**src/rtl/fde_seq_pkg.sv**
```systemverilog
package fde_seq_pkg;

    typedef enum logic [1:0] {
        PH_FETCH  = 2'd0,
        PH_DECODE = 2'd1,
        PH_EXEC   = 2'd2
    } phase_e;

    localparam logic [2:0] CODE_OK       = 3'd0;
    localparam logic [2:0] CODE_EXEC     = 3'd1;
    localparam logic [2:0] CODE_DECODE   = 3'd2;
    localparam logic [2:0] CODE_FETCH    = 3'd3;
    localparam logic [2:0] CODE_INTERNAL = 3'd4;

    localparam logic [1:0] EXST_OK       = 2'd0;
    localparam logic [1:0] EXST_INTERNAL = 2'd2;

endpackage

```
**src/rtl/fde_byte_lanes.sv**
```systemverilog
// Places one byte into a word; lane 0 lands in the most significant byte.
module fde_byte_lanes #(
    parameter int WORD_BYTES = 4,
    localparam int WORD_W    = WORD_BYTES * 8,
    localparam int IDX_W     = (WORD_BYTES > 1) ? $clog2(WORD_BYTES) : 1
) (
    input  logic [WORD_W-1:0] word_i,
    input  logic [7:0]        byte_i,
    input  logic [IDX_W-1:0]  idx_i,
    output logic [WORD_W-1:0] word_o
);
    for (genvar g = 0; g < WORD_BYTES; g++) begin : g_lane
        localparam int LSB = (WORD_BYTES - 1 - g) * 8;
        assign word_o[LSB +: 8] = (idx_i == IDX_W'(g)) ? byte_i : word_i[LSB +: 8];
    end
endmodule

```
**src/rtl/fde_status_map.sv**
```systemverilog
// Turns the active phase's status inputs into a stage code and a fault flag.
module fde_status_map
    import fde_seq_pkg::*;
(
    input  phase_e      phase_i,
    input  logic        mem_fault_i,
    input  logic        dec_fault_i,
    input  logic [1:0]  exec_status_i,
    output logic        fault_o,
    output logic [2:0]  code_o
);
    always_comb begin
        code_o = CODE_OK;
        unique case (phase_i)
            PH_FETCH:  if (mem_fault_i) code_o = CODE_FETCH;
            PH_DECODE: if (dec_fault_i) code_o = CODE_DECODE;
            PH_EXEC: begin
                if (exec_status_i == EXST_INTERNAL)   code_o = CODE_INTERNAL;
                else if (exec_status_i != EXST_OK)    code_o = CODE_EXEC;
            end
            default:   code_o = CODE_INTERNAL;
        endcase
        fault_o = (code_o != CODE_OK);
    end
endmodule

```
**src/rtl/fde_sequencer.sv**
```systemverilog
module fde_sequencer
    import fde_seq_pkg::*;
#(
    parameter int ADDR_W     = 32,
    parameter int WORD_BYTES = 4,
    localparam int WORD_W    = WORD_BYTES * 8,
    localparam int IDX_W     = (WORD_BYTES > 1) ? $clog2(WORD_BYTES) : 1
) (
    input  logic              clk,
    input  logic              rst_n,
    input  logic              step_en,
    output logic [ADDR_W-1:0] mem_addr,
    input  logic [7:0]        mem_rdata,
    input  logic              mem_fault,
    input  logic              dec_fault,
    input  logic [1:0]        exec_status,
    input  logic              halt_req,
    output logic [WORD_W-1:0] instr_word,
    output logic [ADDR_W-1:0] instr_addr,
    output logic [ADDR_W-1:0] pc,
    output logic              fetch_active,
    output logic              decode_active,
    output logic              exec_active,
    output logic [2:0]        err_code,
    output logic              halted
);
    localparam logic [IDX_W-1:0] LAST_IDX = IDX_W'(WORD_BYTES - 1);

    typedef struct packed {
        phase_e              phase;
        logic [IDX_W-1:0]    idx;
        logic [ADDR_W-1:0]   pc;
        logic [ADDR_W-1:0]   iaddr;
        logic [WORD_W-1:0]   word;
        logic [2:0]          code;
        logic                halted;
    } seq_state_t;

    seq_state_t state_d, state_q;

    logic [WORD_W-1:0] merged_word;
    logic              stage_fault;
    logic [2:0]        stage_code;
    logic              go;

    fde_byte_lanes #(.WORD_BYTES(WORD_BYTES)) u_lanes (
        .word_i (state_q.word),
        .byte_i (mem_rdata),
        .idx_i  (state_q.idx),
        .word_o (merged_word)
    );

    fde_status_map u_status (
        .phase_i       (state_q.phase),
        .mem_fault_i   (mem_fault),
        .dec_fault_i   (dec_fault),
        .exec_status_i (exec_status),
        .fault_o       (stage_fault),
        .code_o        (stage_code)
    );

    assign go = step_en && !state_q.halted;

    always_comb begin
        state_d = state_q;
        if (go) begin
            state_d.code = stage_code;
            unique case (state_q.phase)
                PH_FETCH: begin
                    if (!stage_fault) begin
                        state_d.word = merged_word;
                        if (state_q.idx == LAST_IDX) begin
                            state_d.idx   = '0;
                            state_d.pc    = state_q.pc + ADDR_W'(WORD_BYTES);
                            state_d.iaddr = state_q.pc;
                            state_d.phase = PH_DECODE;
                        end else begin
                            state_d.idx = state_q.idx + IDX_W'(1);
                        end
                    end
                end
                PH_DECODE: if (!stage_fault) state_d.phase = PH_EXEC;
                PH_EXEC: begin
                    if (!stage_fault) begin
                        state_d.phase = PH_FETCH;
                        if (halt_req) state_d.halted = 1'b1;
                    end
                end
                default: state_d.phase = PH_FETCH;
            endcase
        end
    end

    always_ff @(posedge clk or negedge rst_n) begin
        if (!rst_n) begin
            state_q.phase  <= PH_FETCH;
            state_q.idx    <= '0;
            state_q.pc     <= '0;
            state_q.iaddr  <= '0;
            state_q.word   <= '0;
            state_q.code   <= CODE_OK;
            state_q.halted <= 1'b0;
        end else begin
            state_q <= state_d;
        end
    end

    assign mem_addr      = state_q.pc + ADDR_W'(state_q.idx);
    assign instr_word    = state_q.word;
    assign instr_addr    = state_q.iaddr;
    assign pc            = state_q.pc;
    assign err_code      = state_q.code;
    assign halted        = state_q.halted;
    assign fetch_active  = !state_q.halted && (state_q.phase == PH_FETCH);
    assign decode_active = !state_q.halted && (state_q.phase == PH_DECODE);
    assign exec_active   = !state_q.halted && (state_q.phase == PH_EXEC);

endmodule

```
**config.mk**
```make
export PLATFORM = sky130hd
export DESIGN_NAME = fde_sequencer
export DESIGN_NICKNAME = d
export VERILOG_FILES = /design/src/rtl/fde_seq_pkg.sv /design/src/rtl/fde_byte_lanes.sv /design/src/rtl/fde_status_map.sv /design/src/rtl/fde_sequencer.sv
export SDC_FILE = /design/constraint.sdc
export NUM_CORES = 1
export LEC_CHECK = 0
export ABC_AREA = 1
export BUFFER_PORTS_ARGS = -buffer_cell sky130_fd_sc_hd__buf_2
export CORE_AREA = 2 2 99 139
export DETAILED_ROUTE_END_ITERATION = 8
export DIE_AREA = 0 0 101 141
export GPL_TIMING_DRIVEN = 0
export MAX_ROUTING_LAYER = met4
export PLACE_DENSITY = 0.74
export SYNTH_ARGS = -nofsm -noshare
export SYNTH_HDL_FRONTEND = slang
export SYNTH_HIERARCHICAL = 1
export SYNTH_SLANG_ARGS = --single-unit
```
**constraint.sdc**
```tcl
create_clock -name clk -period 5 [get_ports clk]
set_clock_uncertainty 0.1 [all_clocks]
set_input_delay 0 -clock clk [delete_from_list [all_inputs] [get_ports clk]]
set_output_delay 0 -clock clk [all_outputs]
set_load 0.005 [all_outputs]
```
==> impl_metrics.ini <==
[status]
outcome = completed

[drt]
wl_met3_um = 565
dr_wl_met2_um = 7280
drc = 0
ant_nets = 0
highest_layer = met4
drt-pass1-iter-count = 5
wirelength_um = 13700
vias = 4878
drt_iter0_markers = 150
routedWlPerCell_um = 13.2
vias_per_cell = 4.72
wl_met1_um = 5470

[worst_hold_path]
hp-class = input port to async pin

[setup_path]
r2r-end = pc[27]
critical_path.startpoint = state_q[103]
critPathArrivalTime_ns = 2.32
end_kind = flip-flop
reg2reg_depth = 13
crit_fanout = 9
reg2reg_from = state_q[103]
ff2ff_setup_slack_ns = 2.82
crit_path_end = pc[27]
crit_type = flip-flop to flip-flop
cp-start-kind = flip-flop
worstPathRequired_ns = 5.14

[sta]
fmax_mhz = 459
setup_violations = 0
max_slew_margin = 0.539
finalMaxSlewViolations = 0
hold_viol = 0
period_needed_ns = 2.18
worst_pin_slew_ns = 0.692
grt_setup_unrepaired = false
fin_crit_sh = 0.436
setup_tns_ns = 0

[clock_tree]
htreeDepth = 3
cts_root_buf = clkbuf_16
cts_buffers = 9
cts_tree = built
post_cts_buffers = 0
cts_resized = 0
clkSinkCount = 100
clk_pin_slew_ns = 0.07
clk_latency_ns = 0.34
cts.path.max_buffers = 2

[place]
routabilityCongestion = 0.867
portBuffers = 146
dp.final_hpwl_um = 10300

[layout]
nNetsFinal = 891
mostFrequentLayoutCells = 192 x nand2_1, 146 x buf_2, 135 x buf_4
mostFrequentLayoutCell = nand2_1
fillCellCount = 1228
multi_input_area_um2 = 2150
regArea_um2 = 2500
area.growth.synth_to_final_pct = 24.8
insertedDiodeCount = 0
finalCoreUtilization = 0.566
layout-drive-gt1-share = 0.419

[logic_synthesis]
syn_inst = 696
synth_edf_count = 0
synth_warnings = 6
async_flop_share = 1.00
synth.avg_cell_area_um2 = 8.57
ys.flop_type = dfrtp_1
yosys.cell_types.count = 31
synth.yosys.seq_area_share = 0.420
netlist_area_um2 = 5960
ys_ff_latch = 100

[grt]
grt_overflow = 0
antenna_found_initial = 0
grt_max_degree = 53
grt_first_pass_wirelength_um = 22300
grt_pass1_vias = 4770
grt_usage = 0.203

[floorplan]
io-pin-count = 151
start_util = 0.454
die_x_um = 101
rows = 50
design.core.area_um2 = 13100
die_y_um = 141
die_area_um2 = 14200

[pwr]
p_leak_nw = 4.41
ir_drop_v = 0.000125
powerDensity_nw_per_um2 = 224

[job]
cap_viol_max_count = 0
-- how the worst min path moves through the flow --
stage	from	end	slack [ns]	cells after the start
6_report	rst_n	err_code[1]	0.14	2
5_1_grt	rst_n	err_code[1]	0.19	2
4_1_cts	rst_n	err_code[1]	0.16	2
3_5_place_dp	rst_n	err_code[1]	-0.01	1
3_3_place_gp	halt_req	halted	0.21	3
2_1_floorplan	rst_n	err_code[0]	-0.40	0
-- registers in the layout (all words and copies together), names as in the netlist --
signal and count:
err_code 3, halted 1, instr_addr 30, instr_word 32
pc 30, state_q 4
-- through the flow --
step / instances / worst slack, ns / hold WS, ns / instance area, µm² / total power [mW]
after floorplan: 699 / 3.15 / -0.396 / 5970 / 0.836
after global placement: 1001 / 2.65 / 0.210 / 6900 / 0.867
after detailed placement: 1002 / 2.82 / -0.0120 / 6930 / 0.870
after CTS: 1034 / 2.79 / 0.157 / 7440 / 1.69
after global routing: 1034 / 2.50 / 0.187 / 7440 / 1.72
final: 1034 / 2.82 / 0.144 / 7440 / 1.67
-- repair_timing --
action,CTS,global route
endpoints found under the setup margin,0,0
hold endpoints to repair,74,0
hold buffers,16,0
-- cells in the mapped netlist (all sizes together) (2+ instances only) --
cell type | number | area (µm²)
mux2 | 33 | 372
inv | 52 | 195
buf | 145 | 1120
o21ai | 37 | 185
xor2 | 15 | 131
nor3 | 6 | 57.6
clkbuf | 2 | 7.51
nand4 | 7 | 43.8
nand3b | 2 | 15.0
nand2 | 199 | 790
nor2 | 38 | 200
nand3 | 52 | 275
ha | 2 | 25.0
xnor2 | 2 | 17.5
dfrtp | 100 | 2500
-- metal layers --
metal	up-vias	GRT usage
met5	-	-
met4	0	0.0903
met3	29	0.0327
met2	137	0.354
met1	2299	0.227
li1	2413	-
-- report_power, final --
group,switching [mW],internal [mW]
combinational,0.0292,0.0207
sequential,0.00144,0.809
clock,0.304,0.503
-- worst max-delay path: stages, from the launching register on --
cell	delay, ns
dfrtp_1	0.54
inv_1	0.12
nand3_1	0.10
nand3_1	0.09
inv_1	0.06
nand2_1	0.09
inv_1	0.09
nand2_1	0.10
nor2_4	0.25
nand3b_1	0.24
inv_1	0.13
nand2_1	0.05
nand2_1	0.05
nand2_1	0.05
-- layout make-up --
| type | count | area share |
|---|---|---|
| Clock buffer | 10 | 0.0321 |
| Inverter | 52 | 0.0262 |
| Timing Repair Buffer | 163 | 0.124 |
| Sequential cell | 100 | 0.336 |
| Multi-Input combinational cell | 400 | 0.288 |
| Tap cell | 156 | 0.0262 |
| Clock inverter | 6 | 0.0150 |
| Buffer | 147 | 0.152 |
-- cell families (layout without fill, tap and decap cells) --
logic type	after synthesis	count (layout)	synth area share
AOI/OAI and AO/OA	39	39	0.0332
adders and majority gates	2	2	0.00420
buffers and inverters	199	378	0.222
and+or+nand+nor	305	305	0.233
xor gates and xnor gates	17	17	0.0250
muxes	33	33	0.0623
other	1	4	0.000629
DFF	100	100	0.420
Power figures use the tool's default switching activity.
